===== src/rtl/i2cm_pkg.sv =====
package i2cm_pkg;
    typedef enum logic [1:0] {
        ROLE_SLAVE   = 2'd0,
        ROLE_MASTER  = 2'd1,
        ROLE_RELEASE = 2'd2
    } role_e;

    typedef struct packed {
        logic start;
        logic stop;
        logic scl_rise;
        logic scl_fall;
        logic sda_now;
        logic sda_prev;
    } bus_ev_t;
endpackage


===== src/rtl/i2cm_sync.sv =====
module i2cm_sync #(
    parameter int WIDTH  = 2,
    parameter int STAGES = 2
) (
    input  logic             clk,
    input  logic             rst_n,
    input  logic [WIDTH-1:0] d,
    input  logic [WIDTH-1:0] init,
    output logic [WIDTH-1:0] q
);
    for (genvar b = 0; b < WIDTH; b++) begin : g_bit
        logic [STAGES-1:0] chain;
        always_ff @(posedge clk or negedge rst_n) begin
            if (!rst_n) chain <= {STAGES{init[b]}};
            else        chain <= {chain[STAGES-2:0], d[b]};
        end
        assign q[b] = chain[STAGES-1];
    end
endmodule


===== src/rtl/i2cm_cond.sv =====
module i2cm_cond
    import i2cm_pkg::*;
(
    input  logic    clk,
    input  logic    rst_n,
    input  logic    scl_s,
    input  logic    sda_s,
    output bus_ev_t ev
);
    logic scl_p, sda_p;

    always_ff @(posedge clk or negedge rst_n) begin
        if (!rst_n) begin
            scl_p <= 1'b1;
            sda_p <= 1'b1;
        end else begin
            scl_p <= scl_s;
            sda_p <= sda_s;
        end
    end

    // SCL high across both samples qualifies an SDA edge as a condition
    always_comb begin
        ev.start    = scl_s & scl_p & sda_p & ~sda_s;
        ev.stop     = scl_s & scl_p & ~sda_p & sda_s;
        ev.scl_rise = scl_s & ~scl_p;
        ev.scl_fall = ~scl_s & scl_p;
        ev.sda_now  = sda_s;
        ev.sda_prev = sda_p;
    end
endmodule


===== src/rtl/i2cm_arb.sv =====
module i2cm_arb #(
    parameter int NRULE = 4
) (
    input  logic scl_rise,
    input  logic scl_fall,
    input  logic start,
    input  logic sda_now,
    input  logic sda_prev,
    input  logic xmit_active,
    input  logic sda_drive_low,
    input  logic rstart_req,
    input  logic stop_req,
    input  logic is_master,
    output logic hit
);
    logic [NRULE-1:0] rule;

    always_comb begin
        rule = '0;
        // A: released SDA (a 1 or repeated start) but line reads 0 at SCL rise
        rule[0] = scl_rise & ~sda_drive_low & ~sda_now;
        // B: sending a 1, another device forms a repeated start
        rule[1] = start & ~sda_drive_low & ~rstart_req;
        // C: repeated start pending, SCL dropped before local SDA pull-down
        rule[2] = is_master & rstart_req & scl_fall & sda_prev & ~sda_drive_low;
        // D: stop pending, SDA held low by another device through the high time
        rule[3] = is_master & stop_req & scl_fall & ~sda_prev;
        hit = xmit_active & (|rule);
    end
endmodule


===== src/rtl/i2cm_role.sv =====
module i2cm_role
    import i2cm_pkg::*;
(
    input  logic  clk,
    input  logic  rst_n,
    input  logic  master_req,
    input  logic  bus_busy,
    input  logic  arb_flag,
    input  logic  arb_hit,
    input  logic  ev_stop,
    output role_e role,
    output logic  is_master
);
    role_e nxt;

    always_ff @(posedge clk or negedge rst_n) begin
        if (!rst_n) role <= ROLE_SLAVE;
        else        role <= nxt;
    end

    always_comb begin
        nxt = role;
        unique case (role)
            ROLE_SLAVE:   if (master_req && !bus_busy && !arb_flag && !arb_hit) nxt = ROLE_MASTER;
            ROLE_MASTER:  if (arb_hit)          nxt = ROLE_SLAVE;
                          else if (!master_req) nxt = ROLE_RELEASE;
            ROLE_RELEASE: if (arb_hit || ev_stop) nxt = ROLE_SLAVE;
                          else if (master_req)  nxt = ROLE_MASTER;
            default:      nxt = ROLE_SLAVE;
        endcase
    end

    always_comb begin
        unique case (role)
            ROLE_MASTER, ROLE_RELEASE: is_master = 1'b1;
            default:                   is_master = 1'b0;
        endcase
    end
endmodule


===== src/rtl/i2c_bus_monitor.sv =====
module i2c_bus_monitor
    import i2cm_pkg::*;
#(
    parameter int SYNC_STAGES = 2
) (
    input  logic clk,
    input  logic rst_n,
    input  logic scl_in,
    input  logic sda_in,
    input  logic sda_drive_low,
    input  logic xmit_active,
    input  logic rstart_req,
    input  logic stop_req,
    input  logic master_req,
    input  logic slave_idle,
    input  logic bus_timeout,
    input  logic clr_start,
    input  logic clr_stop,
    input  logic clr_arb,
    output logic start_seen,
    output logic stop_seen,
    output logic arb_lost,
    output logic is_master,
    output logic bus_busy,
    output logic start_set,
    output logic stop_set,
    output logic arb_set
);
    localparam int NLINE = 2;

    logic [NLINE-1:0] line_s;
    bus_ev_t          ev;
    logic             arb_hit;
    logic             eligible;
    role_e            role;

    i2cm_sync #(.WIDTH(NLINE), .STAGES(SYNC_STAGES)) u_sync (
        .clk(clk), .rst_n(rst_n),
        .d({scl_in, sda_in}), .init({NLINE{1'b1}}), .q(line_s)
    );

    i2cm_cond u_cond (
        .clk(clk), .rst_n(rst_n),
        .scl_s(line_s[1]), .sda_s(line_s[0]), .ev(ev)
    );

    i2cm_arb u_arb (
        .scl_rise(ev.scl_rise), .scl_fall(ev.scl_fall), .start(ev.start),
        .sda_now(ev.sda_now), .sda_prev(ev.sda_prev),
        .xmit_active(xmit_active), .sda_drive_low(sda_drive_low),
        .rstart_req(rstart_req), .stop_req(stop_req),
        .is_master(is_master), .hit(arb_hit)
    );

    i2cm_role u_role (
        .clk(clk), .rst_n(rst_n),
        .master_req(master_req), .bus_busy(bus_busy), .arb_flag(arb_lost),
        .arb_hit(arb_hit), .ev_stop(ev.stop),
        .role(role), .is_master(is_master)
    );

    assign eligible = is_master | ~slave_idle;

    always_ff @(posedge clk or negedge rst_n) begin
        if (!rst_n) begin
            bus_busy   <= 1'b0;
            start_seen <= 1'b0;
            stop_seen  <= 1'b0;
            arb_lost   <= 1'b0;
            start_set  <= 1'b0;
            stop_set   <= 1'b0;
            arb_set    <= 1'b0;
        end else begin
            if (ev.start)                      bus_busy <= 1'b1;
            else if (ev.stop || bus_timeout)   bus_busy <= 1'b0;

            start_set <= ev.start & eligible;
            stop_set  <= ev.stop & eligible;
            arb_set   <= arb_hit;

            if (ev.start && eligible) start_seen <= 1'b1;
            else if (clr_start)       start_seen <= 1'b0;
            if (ev.stop && eligible)  stop_seen  <= 1'b1;
            else if (clr_stop)        stop_seen  <= 1'b0;
            if (arb_hit)              arb_lost   <= 1'b1;
            else if (clr_arb)         arb_lost   <= 1'b0;
        end
    end
endmodule


===== config.mk =====
export PLATFORM = sky130hd
export DESIGN_NAME = i2c_bus_monitor
export DESIGN_NICKNAME = d
export VERILOG_FILES = /design/src/rtl/i2cm_pkg.sv /design/src/rtl/i2cm_sync.sv /design/src/rtl/i2cm_cond.sv /design/src/rtl/i2cm_arb.sv /design/src/rtl/i2cm_role.sv /design/src/rtl/i2c_bus_monitor.sv
export SDC_FILE = /design/constraint.sdc
export NUM_CORES = 1
export LEC_CHECK = 0
export BUFFER_PORTS_ARGS = -buffer_cell sky130_fd_sc_hd__buf_2
export CAP_MARGIN = 15
export CORE_MARGIN = 8
export CORE_UTILIZATION = 28
export CTS_CLUSTER_SIZE = 24
export DETAILED_ROUTE_END_ITERATION = 6
export PLACE_DENSITY_LB_ADDON = 0.2
export RECOVER_POWER = 50
export SLEW_MARGIN = 20
export SYNTH_ARGS = -nofsm -noshare
export SYNTH_HDL_FRONTEND = slang
export SYNTH_SLANG_ARGS = --single-unit
export TNS_END_PERCENT = 20

===== constraint.sdc =====
create_clock -name clk -period 5 [get_ports clk]
set_input_delay 0.5 -clock clk [delete_from_list [all_inputs] [get_ports clk]]
set_output_delay 0.5 -clock clk [all_outputs]
set_load 0.005 [all_outputs]

* Word level (Yosys, flattened, before mapping)
Cells that the tools add are included.
Storage, ports and cells: input port bits 14, logic and storage cells 79, flip-flop bits (word level) 15
Cells by class: eq/ne operators 5, reductions and logical operators 18, muxes and demuxes 15, bitwise gates (word level) 29
Operators with widths (count):
- $and 1x1->1 | 21
- $mux 2 | 5
- $mux 1 | 9
- $reduce_bool 2->1 | 4
- $not 1->1 | 7
- $pmux 2 s3 | 1
- $logic_and 1x1->1 | 5
- $reduce_or 4->1 | 1
- $logic_not 1->1 | 3
- $ne 3x2->1 const B | 1
- $ne 3x3->1 const B | 1
- $reduce_and 3->1 | 1
- $eq 2x1->1 const B | 1
- $eq 2x2->1 const B | 1
- $logic_not 2->1 | 1
- $logic_or 1x1->1 | 2
- $ne 2x1->1 const B | 1
- $reduce_or 2->1 | 1
- $or 1x1->1 | 1

* Logic depth before layout (Yosys ltp)
Gate-level depths: netlist of run 1.
word-level depth 13, mapped depth 7

* Worst setup path before layout of run 1
OpenSTA, ideal clock, no wires.
path type reg2reg, start register u_role.role[0], end register u_role.role[1], library setup time 0.122 ns, clock period less this slack 1.644 ns, required time 4.878 ns, arrival time 1.523 ns, path slack 3.356 ns, path buffers 0, stages on the path, launching flop included 8, path through dfrtp_1 inv_1 ha_1 nand2_1 a211oi_1 mux2i_2 nand4_1 a32o_1
Between the ends: cells in the longest elaborated chain, start to end 13
Ends and longest elaborated chain:
- start: declaration | RTL line i2cm_role.sv:11 | output role_e role,
- start signal: assignment | RTL line i2cm_role.sv:18 | else role <= nxt;
- $eq 2x1->1 or $eq 2x2->1 (tied branches) | RTL line i2cm_role.sv:34 | unique case (role)
- $reduce_or 2->1 * | RTL line i2cm_role.sv:34
- $mux 1 * | RTL line i2cm_role.sv:34
- net is_master | RTL line i2c_bus_monitor.sv:23 | output logic is_master,
- $and 1x1->1 (4 in series) | RTL line i2cm_arb.sv:25 | rule[2] = is_master & rstart_req & scl_fall & sda_prev & ~sda_drive_low;
- $reduce_or 4->1 * | RTL line i2cm_arb.sv:28 | hit = xmit_active & (|rule);
- $and 1x1->1 * | RTL line i2cm_arb.sv:28
- $logic_not 1->1 | RTL line i2cm_role.sv:24 | ROLE_SLAVE: if (master_req && !bus_busy && !arb_flag && !arb_hit) nxt = ROLE_MASTER;
- $logic_and 1x1->1 | RTL line i2cm_role.sv:24
- $ne 2x1->1 (no source line)
- $reduce_and 3->1 (no source line)
The timed path passes the listed nets; every way through them passes the cells marked *. A chain may end at the register's enable or synchronous reset.

* Worst setup path after layout of run 1
start register u_role.role[0], end register u_role.role[1]
Between the ends: cells in the longest elaborated chain, start to end 13
Ends and longest elaborated chain (RTL line):
- $eq 2x1->1 or $eq 2x2->1 (tied branches) | i2cm_role.sv:23, i2cm_role.sv:34
- $reduce_or 2->1 | i2cm_role.sv:34
- $mux 1 | i2cm_role.sv:34
- $and 1x1->1 (4 in series) | i2cm_arb.sv:25
- $reduce_or 4->1 | i2cm_arb.sv:28
- $and 1x1->1 | i2cm_arb.sv:28
- $logic_not 1->1 | i2cm_role.sv:24
- $logic_and 1x1->1 | i2cm_role.sv:24
- $ne 2x1->1 (no source line)
- $reduce_and 3->1 (no source line)
Several ways; a longest one is shown, not always the timed one.

==> results of run 1 <==
-- path summary, 6_finish.rpt --
path | start | to | cells after the start
worst max-delay path | u_role.role[0] | u_role.role[1] | 7
worst min-delay path | rst_n | start_seen | 1
worst max register to register | u_role.role[0] | u_role.role[1] | 7
worst min register to register | u_sync.g_bit[1].chain[0] | u_sync.g_bit[1].chain[1] | 0
max in group asynchronous | rst_n | u_role.role[0] | 1
min in group clk | sda_in | u_sync.g_bit[0].chain[0] | 1
-- routing by layer --
metal	track usage (%)	part of all wire, %	vias up
li1	-	-	267
met1	7.542	41	272
met2	12.07	52	11
met3	2.852	6.1	2
met4	3.200	0.95	0
met5	0	0	-
-- worst reg2reg max path: stages, from the launching register on --
cell and delay, ps:
dfrtp_1 450, inv_1 90, ha_1 320, nand2_1 80, a211oi_1 50, mux2i_2 280, nand4_1 140, a32o_1 280
-- area by class of cell --
| type | instances | area [sq um] |
|---|---|---|
| clock inverters | 1 | 5.005 |
| fillers | 268 | 1567 |
| repair buffers | 21 | 103.9 |
| inverters | 9 | 33.78 |
| clock buffers | 3 | 22.52 |
| multi-input cells | 38 | 302.8 |
| well taps | 30 | 37.54 |
| flip-flops and latches | 15 | 382.9 |
-- registers in the layout (all words and copies together), names as in the netlist --
name / flops
arb_lost: 1
arb_set: 1
bus_busy: 1
start_seen: 1
start_set: 1
stop_seen: 1
stop_set: 1
u_cond.scl_p: 1
u_cond.sda_p: 1
u_role.role: 2
u_sync.g_bit.chain: 4
-- stage by stage --
| stage | utilization [%] | setup slack, ps | instance area, sq um | hold slack (ps) | instances |
|---|---|---|---|---|---|
| after floorplan | - | 3356 | 719.4 | 204.4 | 62 |
| after global placement | 35.12 | 3262 | 862.1 | 346.2 | 113 |
| after detailed placement | 35.12 | 3219 | 862.1 | 346.9 | 113 |
| after CTS | 36.24 | 3203 | 889.6 | 108.4 | 117 |
| after global routing | 36.19 | 3084 | 888.4 | 290.6 | 117 |
| final | 36.19 | 3222 | 888.4 | 277.4 | 117 |
-- logic make-up (layout without fill, tap and decap cells) --
| kind of cell | after synthesis | after routing | synth area share, % |
|---|---|---|---|
| AO/OA/AOI/OAI | 15 | 15 | 15.82 |
| AND/OR/NAND/NOR | 17 | 17 | 16.00 |
| adder cells (fa/ha/maj) | 4 | 4 | 6.957 |
| multiplexers | 2 | 2 | 3.304 |
| buffers and inverters | 9 | 34 | 4.695 |
| flip-flops | 15 | 15 | 53.22 |
-- power groups by stage --
stage | clock (mW) | sequential, mW | combinational, mW
2_1_floorplan | 0 | 0.156 | 0.0926
3_3_place_gp | 0 | 0.160 | 0.131
3_5_place_dp | 0 | 0.160 | 0.132
4_1_cts | 0.0721 | 0.158 | 0.132
5_1_grt | 0.0778 | 0.161 | 0.146
6_report | 0.0672 | 0.158 | 0.130
-- layout by cell type (no fill, tap or decap), drive strengths merged, types with 2 or more instances in the layout --
cell type,Yosys,routed
nand3,3,3
a211oi,3,3
dfstp,6,6
inv,9,9
nand2b,4,4
a21o,3,3
clkbuf,0,4
nand2,3,3
buf,0,20
ha,4,4
nand4b,2,2
dfrtp,9,9
mux2i,2,2
o21ai,4,4
a31oi,2,2
==> results.json, run 1 <==
{
  "r2r_setup_slack_ps": 3220,
  "synth_top_cell_by_area": "dfrtp_1",
  "max-clock-path-buffers": 2,
  "ys_seq_area_share_pct": 53.22,
  "holdBufCountCts": 0,
  "wire_length_of_the_first_global_routing_pass_microns": 2449,
  "power_frac_clock_pct": 19.0,
  "wire_per_inst_microns": 12.65,
  "run_status": "completed",
  "path_class": "register to register",
  "worst_ep_arrival_time_ps": 1950,
  "tns_ps": 0,
  "critical_path_capture_point_type": "register",
  "grt_start_max_net_pins": 16,
  "ctsResizeCount": 0,
  "count_of_h_tree_levels_built_during_cts": 1,
  "synth-warning-count": 0,
  "n_antenna_cell": 0,
  "initial_core_util_pct": 29.31,
  "synthArstFlopShare_pct": 100.0,
  "synth_top_flop_cell": "dfrtp_1",
  "cpPeakStageDelay_ps": 450,
  "required_ps": 5170,
  "dr_total_vias": 552,
  "synth_area_sq_um": 719.4,
  "final-hold-violation-count": 0,
  "mappedNetlistNets": 80,
  "finish.net_count": 106,
  "area_growth_pct": 23.48,
  "drc": 0,
  "synthTopCellsByArea": "dfrtp_1, dfstp_2, ha_1",
  "io_buffers": 21,
  "die_area_sq_mm": 0.004448,
  "cellInternalPower_mw": 0.2305,
  "yosys-top-cells-count": "dfrtp_1, inv_1, dfstp_2",
  "syn_area_per_cell_sq_um": 11.60,
  "drt_iter0_drc": 8,
  "post-synth-top-area-fraction_pct": 31.30,
  "detail-route-antenna-nets": 0,
  "crit_buf_inv": 1,
  "synth.lib_cells_used.distinct": 27,
  "max_slew_margin_pct": 46.31,
  "synthCells": 62,
  "net_switching_power_figure_mw": 0.1238,
  "p_per_area_mw_per_mm2": 398.9,
  "slew_viol_final": 0,
  "transition_time_of_the_tightest_slew_check_pin_ps": 805.4,
  "cts_made_buffers": 3,
  "power_leakage_nw": 0.4656,
  "setup_viol": 0,
  "cts_setup_buffers": 0,
  "combPwrFrac_pct": 36.6,
  "grt_pass1_vias": 580,
  "clock-root-buffer": "clkbuf_4",
  "achievable-frequency_ghz": 0.5624,
  "vias_per_cell": 4.718,
  "finalWirelength_microns": 1480,
  "critPathTopFamily": "flip-flops",
  "grt_use_total_pct": 7.116,
  "fin_worst_skew_ps": 4.674,
  "die_h_microns": 66.69,
  "layout-drive-gt1-share_pct": 40.23,
  "clkSlewWorstSetupHoldPaths_ps": 90,
  "worst_setup_path_start_kind": "register",
  "cp_slowest_cell": "dfrtp_1",
  "core_area_sq_mm": 0.002455,
  "power.share.switching_pct": 34.95,
  "row_cnt": 18,
  "cap_viol_max_count": 0,
  "finalWorstPathRequiredPeriod_ps": 1778,
  "clk_latency_ps": 280,
  "firstDrtPassIters": 2,
  "fin_total_pwr_mw": 0.3543,
  "dp.final_hpwl_microns": 1191,
  "synth-edff-count": 0,
  "power_frac_seq_pct": 44.5,
  "timing.hold.worst.class": "input port to asynchronous set/reset pin",
  "synth-seq-cells": 15,
  "timing.final.crit_share_pct": 35.56,
  "ir_worst_vdd_v": 0.0001922,
  "antenna_found_initial": 0,
  "cts_tree": "done",
  "rsz0062_at_grt": "no",
  "path_cells": "inv_1, ha_1, nand2_1, a211oi_1, mux2i_2, nand4_1, a32o_1",
  "worstPathMaxFanout": 6,
  "dieWidth_microns": 66.69,
  "globalplace.congestion": 0.7515,
  "io-pin-count": 22,
  "grt_ovf": 0,
  "tritoncts_num_sinks": 15
}
Note: power is estimated with default switching activity, not from simulation.
==> run 2: changes to the inputs <==
Settings changed: ABC_AREA set to 1.
Clock period 5 ns to 1.6 ns, I/O delays scaled along.
==> run 2 against run 1 <==
Synthesized area fell by 6.6%; critical path depth rose by 5; register-to-register slack got worse by 3100 ps; clock skew fell by 2.5 ps; flip-flop and latch count did not move; global-route usage rose by 0.38 points; synthesized cell count rose by 18%.
==> results.json, run 2 <==
{
  "max-clock-path-buffers": 2,
  "globalplace.congestion": 0.7846,
  "combPwrFrac_pct": 44.8,
  "final_common_cell": "buf_2",
  "worst_ep_arrival_time_ps": 1660,
  "synth_top_flop_cell": "dfrtp_1",
  "io_buffers": 21,
  "n_antenna_cell": 0,
  "achievable-frequency_ghz": 0.6724,
  "clock-root-buffer": "clkbuf_4",
  "firstDrtPassIters": 3,
  "r2r_setup_slack_ps": 110,
  "vias_per_cell": 4.172,
  "final_cell_mix": "buf_2, inv_1, nand2_1, dfrtp_1, buf_4",
  "path_cells": "inv_2, ha_4, nand2_4, nor2_4, nand3_2, nand2_2, nand2_4, nand2_2, nand2_2, nand3_4, nand2_1, o21ai_1",
  "dp.final_hpwl_microns": 1178,
  "antenna_found_initial": 0,
  "layout-drive-gt1-share_pct": 45.28,
  "wire_length_of_the_first_global_routing_pass_microns": 2594,
  "dieWidth_microns": 64.99,
  "max_slew_margin_pct": 46.99,
  "post-synth-top-area-fraction_pct": 33.52,
  "crit_path_frequent_cell": "nand2_2",
  "synth.lib_cells_used.distinct": 17,
  "grt_use_total_pct": 7.491,
  "core_area_sq_mm": 0.002233,
  "wire_per_inst_microns": 11.02,
  "synth-seq-cells": 15,
  "grt_ovf": 0,
  "power_frac_clock_pct": 17.4,
  "die_h_microns": 64.99,
  "power_leakage_nw": 0.5199,
  "timing.hold.worst.start": "clr_start",
  "biggestRegsByFlops": "u_sync.g_bit.chain: 4 flops, u_role.role: 2 flops",
  "synth_area_sq_um": 671.9,
  "filler_instances": 227,
  "power_frac_seq_pct": 37.8,
  "finalWorstPathRequiredPeriod_ps": 1487,
  "rsz0062_at_grt": "yes",
  "fin_total_pwr_mw": 1.211,
  "hold_path_depth": 2,
  "net_switching_power_figure_mw": 0.4157,
  "tritoncts_num_sinks": 15,
  "grt_pass1_vias": 641,
  "mappedNetlistNets": 91,
  "slew_viol_final": 0,
  "cellInternalPower_mw": 0.7956,
  "syn_area_per_cell_sq_um": 9.204,
  "detail-route-antenna-nets": 0,
  "required_ps": 1770,
  "drc": 0,
  "area_growth_pct": 44.13,
  "run_status": "completed",
  "clk_latency_ps": 280,
  "drt_iter0_drc": 2,
  "worstPathMaxFanout": 7,
  "rr_startpoint": "u_role.role[1]",
  "finalWirelength_microns": 1477,
  "timing.final.crit_share_pct": 92.95,
  "yosys-top-cells-count": "inv_1, nand2_1, dfrtp_1",
  "layout.core_utilization_pct": 43.36,
  "ir_worst_vdd_v": 0.0005543,
  "cpPeakStageDelay_ps": 400,
  "setup_viol": 0,
  "path_class": "register to register",
  "initial_core_util_pct": 30.08,
  "io-pin-count": 22,
  "transition_time_of_the_tightest_slew_check_pin_ps": 795.2,
  "synth-edff-count": 0,
  "area_taken_by_multi_input_logic_gates_sq_um": 287.8,
  "finish.net_count": 125,
  "ys_seq_area_share_pct": 56.98,
  "cts_made_buffers": 3,
  "holdPathEnd": "start_seen",
  "final-seq-area_sq_um": 382.9,
  "final-hold-violation-count": 0,
  "r2r-end": "u_role.role[0]",
  "synth-warning-count": 0,
  "grt_start_max_net_pins": 16,
  "clkSlewWorstSetupHoldPaths_ps": 90,
  "worst_setup_path_start_kind": "register",
  "cp_slowest_cell": "dfrtp_1",
  "count_of_h_tree_levels_built_during_cts": 1,
  "timing.hold.worst.class": "input port to register",
  "row_cnt": 17,
  "cp-startpoint": "u_role.role[1]",
  "cts_tree": "done",
  "largest-register": "u_sync.g_bit.chain",
  "dr_total_vias": 559,
  "cap_viol_max_count": 0,
  "flip_flop_count_of_the_largest_register_after_layout": 4,
  "synth_top_cell_by_area": "dfrtp_1",
  "die_area_sq_mm": 0.004223,
  "synthCells": 73,
  "power.share.switching_pct": 34.32,
  "reg2reg_depth": 12,
  "synthTopCellsByArea": "dfrtp_1, dfstp_2, inv_1",
  "p_per_area_mw_per_mm2": 1251,
  "fin_worst_skew_ps": 2.191,
  "synthArstFlopShare_pct": 100.0,
  "critical_path_capture_point_type": "register"
}
run 2: cell count changes after synthesis, moves of 2 or more:
cell,delta
nand2_1,+13
inv_1,+7
nand2b_1,-4
nor2_1,+3
a211oi_1,-2
a21o_1,-2
nor3_1,+2
run 2: worst max path at each step:
stage / endpoint / slack (ps) / cells past startpoint
2_1_floorplan: u_role.role[1] / 100 / 11
3_3_place_gp: u_role.role[0] / 80 / 11
3_5_place_dp: u_role.role[0] / 30 / 11
4_1_cts: u_role.role[0] / 10 / 11
5_1_grt: u_role.role[0] / -10 / 12
6_report: u_role.role[0] / 110 / 12
run 2: logic make-up (layout without fill, tap and decap cells):
group	count (synthesis)	in the layout	synth area share [%]
DFF	15	15	56.98
adders and majority gates	4	4	7.449
AOI/OAI and AO/OA	8	8	7.263
buffers and inverters	17	50	9.497
and+or+nand+nor	29	29	18.81
run 2: per-layer routing:
metal,part of all wire (%),GRT usage (%)
met5,0,0
met4,0.68,2.997
met3,5.7,3.436
met2,49,13.17
met1,44,7.530
run 2: worst max-delay path, delay by kind of cell, from the launching register on:
family | cells | cell delay (ps)
DFF | 1 | 400
buffers and inverters | 1 | 90
AOI/OAI and AO/OA | 1 | 60
and+or+nand+nor | 9 | 620
adders and majority gates | 1 | 210
run 2: layout make-up:
class / instances / area share (%)
Multi-Input combinational cell: 41 / 29.72
Clock buffer: 3 / 2.326
Timing Repair Buffer: 29 / 17.70
Tap cell: 28 / 3.618
Sequential cell: 15 / 39.53
Clock inverter: 1 / 0.5168
Inverter: 17 / 6.589
run 2: repair_timing:
| action | CTS | global route |
|---|---|---|
| hold buffers | 3 | 0 |
| resized for setup | 0 | 15 |
| setup buffers | 0 | 2 |
| endpoints found under the hold margin | 11 | 0 |
| endpoints found under the setup margin | 0 | 2 |
run 2: power by group through the flow:
stage | clock, mW | sequential (mW) | combinational (mW)
after floorplan | 0 | 0.469 | 0.220
after global placement | 0 | 0.460 | 0.407
after detailed placement | 0 | 0.462 | 0.410
after CTS | 0.221 | 0.456 | 0.420
after global routing | 0.240 | 0.464 | 0.606
final | 0.211 | 0.458 | 0.542
run 2: through the flow:
step / cells / instance area, sq um / setup slack, ps / hold slack (ps) / TNS, ps
6_report: 134 / 968.4 / 112.8 / 43.34 / 0
5_1_grt: 134 / 968.4 / -13.43 / 39.64 / -14.48
4_1_cts: 132 / 892.1 / 14.73 / 36.97 / 0
3_5_place_dp: 125 / 834.6 / 31.91 / 78.84 / 0
3_3_place_gp: 125 / 834.6 / 83.85 / 76.69 / 0
2_1_floorplan: 73 / 671.9 / 101.9 / -135.6 / 0
